[src/rtl/irq_route_pkg.sv]
package irq_route_pkg;

  localparam logic [7:0] OFS_SELECT = 8'h00;
  localparam logic [7:0] OFS_WINDOW = 8'h10;
  localparam logic [7:0] IDX_UNIT   = 8'h00;
  localparam logic [7:0] IDX_REV    = 8'h01;
  localparam logic [7:0] IDX_ARB    = 8'h02;
  localparam logic [7:0] IDX_TABLE  = 8'h10;

  // stored fields of one routing entry
  typedef struct packed {
    logic [7:0] dest;
    logic       mask;
    logic       level;
    logic       polarity;
    logic       destmode;
    logic [2:0] dmode;
    logic [7:0] vector;
  } rte_t;

  // bus view of an entry: {high half, low half}
  function automatic logic [63:0] entry_words(rte_t e, logic busy, logic rirr);
    return {e.dest, 24'h0,
            15'h0, e.mask, e.level, rirr, e.polarity, busy,
            e.destmode, e.dmode, e.vector};
  endfunction

  function automatic logic [31:0] rev_word(int unsigned npins, logic [7:0] rev);
    return {8'h00, 8'(npins - 1), 8'h00, rev};
  endfunction

endpackage

[src/rtl/irq_route_decode.sv]
module irq_route_decode
  import irq_route_pkg::*;
#(
  parameter int unsigned NPINS = 24,
  localparam int unsigned IW = (NPINS > 1) ? $clog2(NPINS) : 1
) (
  input  logic [7:0]    ofs,
  input  logic [7:0]    sel,
  output logic          hit_sel,
  output logic          hit_unit,
  output logic          hit_rev,
  output logic          hit_arb,
  output logic          hit_ent,
  output logic          ent_hi,
  output logic [IW-1:0] ent_idx,
  output logic          bad
);
  localparam logic [7:0] TBL_SPAN = 8'(2 * NPINS);

  logic       win;
  logic [7:0] rel;
  logic       in_tbl;

  always_comb begin
    win      = (ofs == OFS_WINDOW);
    rel      = sel - IDX_TABLE;
    in_tbl   = (sel >= IDX_TABLE) && (rel < TBL_SPAN);
    hit_sel  = (ofs == OFS_SELECT);
    hit_unit = win && (sel == IDX_UNIT);
    hit_rev  = win && (sel == IDX_REV);
    hit_arb  = win && (sel == IDX_ARB);
    hit_ent  = win && in_tbl;
    ent_hi   = rel[0];
    ent_idx  = rel[IW:1];
    bad      = !(hit_sel || hit_unit || hit_rev || hit_arb || hit_ent);
  end
endmodule

[src/rtl/irq_route_entry.sv]
module irq_route_entry
  import irq_route_pkg::*;
(
  input  logic        clk,
  input  logic        rst_n,
  input  logic        wr_lo,
  input  logic        wr_hi,
  input  rte_t        wr_cfg,
  input  logic        busy_in,
  input  logic        rirr_in,
  output rte_t        cfg,
  output logic [63:0] words
);
  always_ff @(posedge clk or negedge rst_n) begin
    if (!rst_n) begin
      cfg      <= '0;
      cfg.mask <= 1'b1;
    end else begin
      if (wr_lo) begin
        cfg.vector   <= wr_cfg.vector;
        cfg.dmode    <= wr_cfg.dmode;
        cfg.destmode <= wr_cfg.destmode;
        cfg.polarity <= wr_cfg.polarity;
        cfg.level    <= wr_cfg.level;
        cfg.mask     <= wr_cfg.mask;
      end
      if (wr_hi) cfg.dest <= wr_cfg.dest;
    end
  end

  assign words = entry_words(cfg, busy_in, rirr_in);

  // an entry keeps its contents unless one of its halves is written
  a_r5_entry_holds: assert property (@(posedge clk) disable iff (!rst_n)
    !(wr_lo || wr_hi) |=> $stable(cfg));
endmodule

[src/rtl/irq_route_regfile.sv]
module irq_route_regfile
  import irq_route_pkg::*;
#(
  parameter int unsigned NPINS   = 24,
  parameter logic [7:0]  REV     = 8'h11,
  parameter logic [3:0]  UNIT_ID = 4'h0
) (
  input  logic               clk,
  input  logic               rst_n,
  input  logic [7:0]         bus_ofs,
  input  logic               bus_wr,
  input  logic               bus_rd,
  input  logic [31:0]        bus_wdata,
  output logic [31:0]        bus_rdata,
  output logic               bus_err,
  input  logic [NPINS-1:0]   dlv_busy_in,
  input  logic [NPINS-1:0]   dlv_rirr_in,
  output logic               svc_req,
  output logic [NPINS*8-1:0] pin_vector,
  output logic [NPINS*3-1:0] pin_dmode,
  output logic [NPINS-1:0]   pin_destmode,
  output logic [NPINS-1:0]   pin_polarity,
  output logic [NPINS-1:0]   pin_level,
  output logic [NPINS-1:0]   pin_mask,
  output logic [NPINS*8-1:0] pin_dest
);
  localparam int unsigned IW       = (NPINS > 1) ? $clog2(NPINS) : 1;
  localparam logic [31:0] REV_WORD = rev_word(NPINS, REV);

  logic [31:0]   sel_q;
  logic [3:0]    unit_q;
  logic          hit_sel, hit_unit, hit_rev, hit_arb, hit_ent, ent_hi, bad;
  logic [IW-1:0] ent_idx;
  logic [31:0]   rd_mux;
  rte_t          wr_cfg;
  rte_t          cfg   [NPINS];
  logic [63:0]   words [NPINS];

  irq_route_decode #(.NPINS(NPINS)) dec_i (
    .ofs(bus_ofs), .sel(sel_q[7:0]),
    .hit_sel(hit_sel), .hit_unit(hit_unit), .hit_rev(hit_rev),
    .hit_arb(hit_arb), .hit_ent(hit_ent), .ent_hi(ent_hi),
    .ent_idx(ent_idx), .bad(bad)
  );

  always_comb begin
    wr_cfg.vector   = bus_wdata[7:0];
    wr_cfg.dmode    = bus_wdata[10:8];
    wr_cfg.destmode = bus_wdata[11];
    wr_cfg.polarity = bus_wdata[13];
    wr_cfg.level    = bus_wdata[15];
    wr_cfg.mask     = bus_wdata[16];
    wr_cfg.dest     = bus_wdata[31:24];
  end

  for (genvar i = 0; i < NPINS; i++) begin : g_pin
    logic sel_me;
    assign sel_me = bus_wr && hit_ent && (ent_idx == IW'(i));
    irq_route_entry ent_i (
      .clk(clk), .rst_n(rst_n),
      .wr_lo(sel_me && !ent_hi), .wr_hi(sel_me && ent_hi),
      .wr_cfg(wr_cfg), .busy_in(dlv_busy_in[i]), .rirr_in(dlv_rirr_in[i]),
      .cfg(cfg[i]), .words(words[i])
    );
    assign pin_vector[i*8 +: 8] = cfg[i].vector;
    assign pin_dmode[i*3 +: 3]  = cfg[i].dmode;
    assign pin_destmode[i]      = cfg[i].destmode;
    assign pin_polarity[i]      = cfg[i].polarity;
    assign pin_level[i]         = cfg[i].level;
    assign pin_mask[i]          = cfg[i].mask;
    assign pin_dest[i*8 +: 8]   = cfg[i].dest;
  end

  always_comb begin
    rd_mux = '0;
    if (hit_sel)       rd_mux = sel_q;
    else if (hit_unit) rd_mux = {4'h0, unit_q, 24'h0};
    else if (hit_rev)  rd_mux = REV_WORD;
    else if (hit_ent)  rd_mux = ent_hi ? words[ent_idx][63:32] : words[ent_idx][31:0];
  end

  always_ff @(posedge clk or negedge rst_n) begin
    if (!rst_n) begin
      sel_q     <= '0;
      unit_q    <= UNIT_ID;
      bus_rdata <= '0;
      bus_err   <= 1'b0;
      svc_req   <= 1'b0;
    end else begin
      bus_err <= (bus_rd || bus_wr) && bad;
      svc_req <= bus_wr && hit_ent;
      if (bus_rd)              bus_rdata <= rd_mux;
      if (bus_wr && hit_sel)   sel_q     <= bus_wdata;
      if (bus_wr && hit_unit)  unit_q    <= bus_wdata[27:24];
    end
  end

  // a service request only ever follows a bus write
  a_r7_svc_after_write: assert property (@(posedge clk) disable iff (!rst_n)
    svc_req |-> $past(bus_wr));
  // a service request and an error never coincide
  a_r7_svc_not_err: assert property (@(posedge clk) disable iff (!rst_n)
    svc_req |-> !bus_err);
  // an error pulse only follows an access
  a_r10_err_after_access: assert property (@(posedge clk) disable iff (!rst_n)
    bus_err |-> $past(bus_rd || bus_wr));
  // a failed read returns zero
  a_r10_err_read_zero: assert property (@(posedge clk) disable iff (!rst_n)
    (bus_err && $past(bus_rd)) |-> (bus_rdata == 32'h0));
  // at most one target is decoded for any access
  a_r1_single_target: assert property (@(posedge clk) disable iff (!rst_n)
    $onehot0({hit_sel, hit_unit, hit_rev, hit_arb, hit_ent}));
  // read data moves only after a read strobe
  a_r11_rdata_holds: assert property (@(posedge clk) disable iff (!rst_n)
    !bus_rd |=> $stable(bus_rdata));
endmodule

[config.mk]
export PLATFORM = sky130hd
export DESIGN_NAME = irq_route_regfile
export DESIGN_NICKNAME = d
export VERILOG_FILES = /design/src/rtl/irq_route_pkg.sv /design/src/rtl/irq_route_decode.sv /design/src/rtl/irq_route_entry.sv /design/src/rtl/irq_route_regfile.sv
export SDC_FILE = /design/constraint.sdc
export NUM_CORES = 1
export LEC_CHECK = 0
export ABC_AREA = 0
export BUFFER_PORTS_ARGS = -buffer_cell sky130_fd_sc_hd__buf_2
export CAP_MARGIN = 20
export CORE_AREA = 4 4 259 261
export CTS_CLUSTER_DIAMETER = 150
export DETAILED_ROUTE_END_ITERATION = 6
export DIE_AREA = 0 0 263 265
export PLACE_DENSITY_LB_ADDON = 0.1
export SYNTH_ARGS = -nofsm -noshare
export SYNTH_HDL_FRONTEND = slang
export SYNTH_SLANG_ARGS = --single-unit
[constraint.sdc]
create_clock -name clk -period 4 [get_ports clk]
set_input_delay 0.6 -clock clk [delete_from_list [all_inputs] [get_ports clk]]
set_output_delay 0.6 -clock clk [all_outputs]
set_load 0.02 [all_outputs]
# ---- Word-level counts from Yosys, hierarchy flattened
# Cells that the tools add are included.
dict set report totals {
  output_inout_bits 586
  register_bits 622
  wordCells 303
  in_bits 92
}
dict set report classes {
  eq_ne 26
  bitwise_logic 1
  magnitude_cmp 3
  n_reduce_logical 91
  n_addsub 1
  muxes 8
}
# operator n
set ops {}
lappend ops {{$bmux W64 S5} 1}
lappend ops {{$mux W32} 5}
lappend ops {{$mux W64} 2}
lappend ops {{$logic_and A1 B1 Y1} 81}
lappend ops {{$eq A5 B4 Y1 const B} 8}
lappend ops {{$eq A5 B5 Y1 const B} 8}
lappend ops {{$eq A5 B3 Y1 const B} 4}
lappend ops {{$logic_not A8 Y1} 2}
lappend ops {{$eq A5 B2 Y1 const B} 2}
lappend ops {{$eq A8 B1 Y1 const B} 1}
lappend ops {{$eq A8 B2 Y1 const B} 1}
lappend ops {{$eq A8 B5 Y1 const B} 1}
lappend ops {{$ge A8 B5 Y1 const B} 1}
lappend ops {{$lt A8 B6 Y1 const B} 1}
lappend ops {{$sub A8 B5 Y8 const B} 1}
lappend ops {{$ge A6 B6 Y1 const B} 1}
lappend ops {{$not A5 Y6} 1}
lappend ops {{$eq A5 B1 Y1 const B} 1}
lappend ops {{$logic_not A5 Y1} 1}
lappend ops {{$logic_or A1 B1 Y1} 5}
lappend ops {{$logic_not A1 Y1} 2}

# ---- Depth between registers and ports, before layout
dict set report logic_depth {
  word_depth 10
  depth_mapped 12
  mapped_depth_nobuf 7
}

# ---- Hierarchy
# A second synthesis with hierarchy kept.
dict set report hier_totals {
  cells_unflattened 4050
  hier_area_um2 48869.4
}
# module instances area_each_um2 cells_each seq_area_each_um2
set modules_own_cells {}
lappend modules_own_cells {irq_route_entry 24 1393.8 114 576.8}
lappend modules_own_cells {irq_route_regfile 1 15207.1 1284 1751.7}
lappend modules_own_cells {irq_route_decode 1 210.2 30 0.0}

# ---- Worst setup path before layout
# Ideal clock, no wire load.
dict set report synth_timing {
  path_kind {register to register}
  start {register sel_q[4]}
  end {register g_pin[12].ent_i.cfg[22] (netlist name)}
  required_ns 3.875
  arrival_time_ns 3.083
  stages_incl_launch_ff 13
  setup_time_ns 0.125
  n_path_buf 5
  synth_period_minus_slack_ns 3.207
  path_slack_ns 0.793
  path_cell_list {dfrtp_1 -> buf_2 -> buf_2 -> inv_2 -> clkbuf_1 -> ha_1 -> or2_2 -> o21ai_0 -> mux2i_1 -> buf_4 -> buf_4 -> nor4_4 -> mux2_2}
}
dict set report synth_via {
  elab_chain_cells 7
  elab_cells_between_ends 9
  cone_classes {1 x add/sub; 2 x order compare; 1 x eq/ne; 5 x reduce/logical}
}
# element line_no
set synth_lines {}
lappend synth_lines {{from (decl)} irq_route_regfile.sv:30} ;# logic [31:0] sel_q;
lappend synth_lines {{from (signal assigned)} irq_route_regfile.sv:93} ;# if (bus_wr && hit_sel) sel_q <= bus_wdata;
lappend synth_lines {{$sub A8 B5 Y8} irq_route_decode.sv:26} ;# rel = sel - IDX_TABLE;
lappend synth_lines {{$lt A8 B6 Y1} irq_route_decode.sv:27} ;# in_tbl = (sel >= IDX_TABLE) && (rel < TBL_SPAN);
lappend synth_lines {{$logic_and A1 B1 Y1} irq_route_decode.sv:27}
lappend synth_lines {{$logic_and A1 B1 Y1} irq_route_decode.sv:32} ;# hit_ent = win && in_tbl;
lappend synth_lines {{$logic_and A1 B1 Y1} irq_route_regfile.sv:58} ;# assign sel_me = bus_wr && hit_ent && (ent_idx == IW'(i));
lappend synth_lines {{$logic_and A1 B1 Y1 (*)} irq_route_regfile.sv:58}
lappend synth_lines {{$logic_and A1 B1 Y1 (*)} irq_route_regfile.sv:61} ;# .wr_lo(sel_me && !ent_hi), .wr_hi(sel_me && ent_hi),
# Mark *: on every way between the ends. The rest lies on a longest branch, timed or not.
# A chain may end at the register's enable or synchronous reset.

# ---- Worst setup path after layout
dict set report layout_timing {
  start {register sel_q[4]}
  end {register g_pin[16].ent_i.cfg[15] (netlist name)}
}
dict set report layout_via {
  elab_chain_cells 7
  elab_cells_between_ends 9
  cone_classes {1 x add/sub; 2 x order compare; 1 x eq/ne; 5 x reduce/logical}
}
# element line_no
set layout_lines {}
lappend layout_lines {{$sub A8 B5 Y8} irq_route_decode.sv:26}
lappend layout_lines {{$lt A8 B6 Y1} irq_route_decode.sv:27}
lappend layout_lines {{$logic_and A1 B1 Y1} irq_route_decode.sv:27}
lappend layout_lines {{$logic_and A1 B1 Y1} irq_route_decode.sv:32}
lappend layout_lines {{$logic_and A1 B1 Y1} irq_route_regfile.sv:58}
lappend layout_lines {{$logic_and A1 B1 Y1 (*)} irq_route_regfile.sv:58}
lappend layout_lines {{$logic_and A1 B1 Y1 (*)} irq_route_regfile.sv:61}
# Marks and branches as above.

==> flow_summary.rst <==
.. list-table::
   :header-rows: 1

   * - Metric
     - Value
   * - Syn Inst Count
     - 1,930
   * - Slew HR
     - 31.0%
   * - Critical-path maximum fanout
     - 20
   * - Post-route antenna net violation count
     - 0
   * - Placeable core region
     - 0.0645 mm²
   * - Portion of netlist area occupied by mux cells
     - 35.7%
   * - I/O pins
     - 678
   * - Commonest cells after routing, fill and taps aside
     - 676 x sky130_fd_sc_hd__buf_2, 603 x sky130_fd_sc_hd__mux2_2, 595 x sky130_fd_sc_hd__dfrtp_1, 149 x sky130_fd_sc_hd__mux4_2, 72 x sky130_fd_sc_hd__clkbuf_16
   * - Number of buffers inserted by post-CTS setup repair
     - 0
   * - Die extent in y
     - 265 µm
   * - CP Data Required Time
     - 4.47 ns
   * - Global-route wire length before repair
     - 156 mm
   * - Setup Crit Path Kind
     - reg2reg
   * - Number of antenna violations at the first check in global routing
     - 3
   * - Class of the most critical hold timing path
     - in2async
   * - Clock sinks
     - 622
   * - Endpoints failing hold
     - 0
   * - Fraction of synthesized cell area in xor and xnor cells
     - 0%
   * - Number of standard-cell rows in the floorplan
     - 93
   * - Vias per Instance
     - 5.86
   * - MaxCap Viol Count
     - 0
   * - Die outline area
     - 0.0697 mm²
   * - Final setup vio count
     - 0
   * - Netlist area before placement
     - 0.0297 mm²
   * - Syn_area_per_cell
     - 15.4 µm²
   * - Width of the die
     - 263 µm
   * - Layout Cells excl Fill
     - 3,507
   * - Actual transition at the worst max-transition pin
     - 1.03 ns
   * - Leakage
     - 0.0188 µW
   * - Total number of H-tree levels
     - 3
   * - Post-detailed-placement half-perimeter wirelength
     - 77.5 mm
   * - Layout overhead on the synthesized area
     - 23.3%
   * - Total global-route track usage
     - 30.1%
   * - Clock Tree Buf Depth
     - 3
   * - Remaining global-route overflow
     - 0
   * - Number of DRC markers in iteration 0
     - 1,333
   * - Number of global-route vias before repair
     - 21,700
   * - Setup TNS Final
     - 0 ns
   * - Number of synthesized flops with an enable pin
     - 0
   * - Largest net degree at the start of global routing
     - 123
   * - Most common flop cell mapped by yosys
     - sky130_fd_sc_hd__dfrtp_1
   * - Fraction of registers with async set/reset
     - 100%
   * - Root buffer cell
     - sky130_fd_sc_hd__clkbuf_16
   * - Worst IR drop on VDD
     - 286 µV
   * - Adder-cell area share of the yosys netlist
     - 0.0844%
   * - Wire per inst
     - 30.6 µm
   * - Post-synthesis cell type with the largest combined area
     - sky130_fd_sc_hd__dfrtp_1
   * - Overall via count from detail_route
     - 20,500
   * - Post-layout minimum cycle time
     - 3.32 ns
   * - Simple-gate area share of the yosys netlist
     - 6.35%
   * - Share of layout cells above drive strength 1
     - 64.5%
   * - First-pass iteration count of the detailed router
     - 5
   * - Routed WL
     - 107 mm
   * - Commonest non-fill, non-tap cell in the layout
     - sky130_fd_sc_hd__buf_2
   * - Highest Clock Rate
     - 301 MHz
   * - Synth Net Count
     - 2,024
   * - Share of synthesized area occupied by flip-flops and latches
     - 52.6%
   * - Weighted congestion at the end of routability-driven global placement
     - 0.893
   * - Number of gates resized after CTS
     - 0
   * - Cts bufs inserted
     - 70
   * - Total power
     - 13,800 µW
   * - Period utilisation layout
     - 83.1%
   * - Placed insts
     - 3,378
   * - Clock latency of the later-clocked register in the worst-skew pair
     - 0.62 ns
   * - Main combinational cell family by area after synthesis
     - multiplexers
   * - Warnings, synthesis
     - 0
   * - Net count of the finished layout
     - 2,689
   * - Slack of the worst reg-to-reg path
     - 0.68 ns
   * - Post-route DRC violation count
     - 0
   * - Setup crit end kind
     - register
   * - Count of pins over their slew limit
     - 0
   * - Clock-pin slew of the registers on the worst-case setup and hold paths
     - 0.06 ns
   * - RSZ-0062 raised after global routing
     - false
   * - Startpoint type of the worst setup path
     - register
   * - Number of library cell types mapped by synthesis
     - 53
   * - Flop and latch count out of synthesis
     - 622
   * - Layout Skew
     - 0.0219 ns
   * - Port buffer count
     - 677
   * - Result of the run
     - complete, no violations
   * - Compound-Gate Fraction of Synth Area
     - 2.37%
   * - Power density relative to cell area
     - 378 mW/mm²
   * - TritonCTS clock tree
     - done
   * - CP Data Arrival Time
     - 3.80 ns
   * - Top post-synthesis cells by area
     - sky130_fd_sc_hd__dfrtp_1 50%, sky130_fd_sc_hd__mux2_2 23%, sky130_fd_sc_hd__mux4_2 11%, sky130_fd_sc_hd__nor4_4 3.4%, sky130_fd_sc_hd__dfstp_2 2.1%
   * - FILL cells
     - 5,396
   * - Area fraction of the dominant cell type after synthesis
     - 50.4%
   * - Cts-stage hold buffer count
     - 0
   * - Initial Utilization
     - 46.0%
where the power goes:
group | switching (µW) | internal (µW)
clock | 2660 | 4050
sequential | 31.7 | 6320
combinational | 537 | 220
total | 3230 | 10600
metrics by stage:
| stage | hold slack [ns] | cell area (µm²) | worst slack [ns] | util, % |
|---|---|---|---|---|
| 2_1_floorplan | 0.304 | 29700 | 0.793 | - |
| 3_3_place_gp | 0.473 | 34200 | 0.434 | 53.0 |
| 3_5_place_dp | 0.476 | 34200 | 0.449 | 53.0 |
| 4_1_cts | 0.100 | 36600 | 0.662 | 56.7 |
| 5_1_grt | 0.121 | 36600 | 0.537 | 56.7 |
| 6_report | 0.0647 | 36600 | 0.675 | 56.7 |
state kept, by name (all words and copies together) (netlist names):
register / count
sel_q: 32
g_pin.ent_i.cfg: 552
bus_rdata: 32
svc_req: 1
bus_err: 1
unit_q: 4
cell usage after synthesis, types with 16 or more instances:
cell type,instances
sky130_fd_sc_hd__mux2_2,603
sky130_fd_sc_hd__nor2_1,22
sky130_fd_sc_hd__nor4_4,47
sky130_fd_sc_hd__o211ai_1,16
sky130_fd_sc_hd__a21oi_1,19
sky130_fd_sc_hd__nor2b_1,20
sky130_fd_sc_hd__nand2_1,62
sky130_fd_sc_hd__nand4_1,19
sky130_fd_sc_hd__buf_4,26
sky130_fd_sc_hd__inv_1,25
sky130_fd_sc_hd__mux2i_1,42
sky130_fd_sc_hd__buf_1,31
sky130_fd_sc_hd__mux4_2,149
sky130_fd_sc_hd__dfstp_2,24
sky130_fd_sc_hd__dfrtp_1,598
sky130_fd_sc_hd__buf_2,31
sky130_fd_sc_hd__clkbuf_1,73
cell families (layout without fill, tap and decap cells):
kind of cell    count (synthesis)  in the layout
mux                           797            797
compound gates                101            101
flops                         622            622
other cells                     0              2
fa+ha+maj                       2              2
buf+inv                       189            909
simple gates                  219            219
cell type report:
| cell class | instances | area [µm²] | area share (%) |
|---|---|---|---|
| repair buffers | 756 | 4140 | 11.3 |
| well taps | 855 | 1070 | 2.93 |
| diodes | 2 | 5.00 | 0.0137 |
| clock inverters | 22 | 317 | 0.866 |
| flip-flops and latches | 622 | 15600 | 42.7 |
| inverters | 26 | 100 | 0.274 |
| clock buffers | 105 | 2080 | 5.68 |
| multi-input cells | 1119 | 13200 | 36.2 |
path summary, 6_finish.rpt:
| kind | depth (start not counted) | endpoint | start |
|---|---|---|---|
| worst max-delay path | 6 | g_pin[16].ent_i.cfg[15] | sel_q[4] |
| worst min-delay path | 1 | g_pin[8].ent_i.cfg[17] | rst_n |
| worst max register to register | 6 | g_pin[16].ent_i.cfg[15] | sel_q[4] |
| worst min register to register | 2 | bus_rdata[30] | sel_q[30] |
| max in group asynchronous | 2 | g_pin[10].ent_i.cfg[14] | rst_n |
| min in group clk | 2 | sel_q[12] | bus_wdata[12] |
critical path, stage by stage (launching register included):
cell,delay (ns)
sky130_fd_sc_hd__dfrtp_1,0.38
sky130_fd_sc_hd__inv_2,0.27
sky130_fd_sc_hd__ha_1,0.63
sky130_fd_sc_hd__nor3_1,0.71
sky130_fd_sc_hd__nand2_1,0.19
sky130_fd_sc_hd__nor4_4,0.58
sky130_fd_sc_hd__mux2_2,0.42
routing by layer:
| layer | GRT usage (%) | part of all wire [%] | up-vias | wire length [µm] |
|---|---|---|---|---|
| met5 | 0 | 0 | - | 0 |
| met4 | 11.6 | 4.4 | 0 | 4730 |
| met3 | 9.05 | 7.5 | 192 | 8070 |
| met2 | 51.3 | 51 | 800 | 54300 |
| met1 | 36.2 | 37 | 11000 | 40200 |
| li1 | - | - | 8585 | - |
Note: power is estimated with default switching activity, not from simulation.
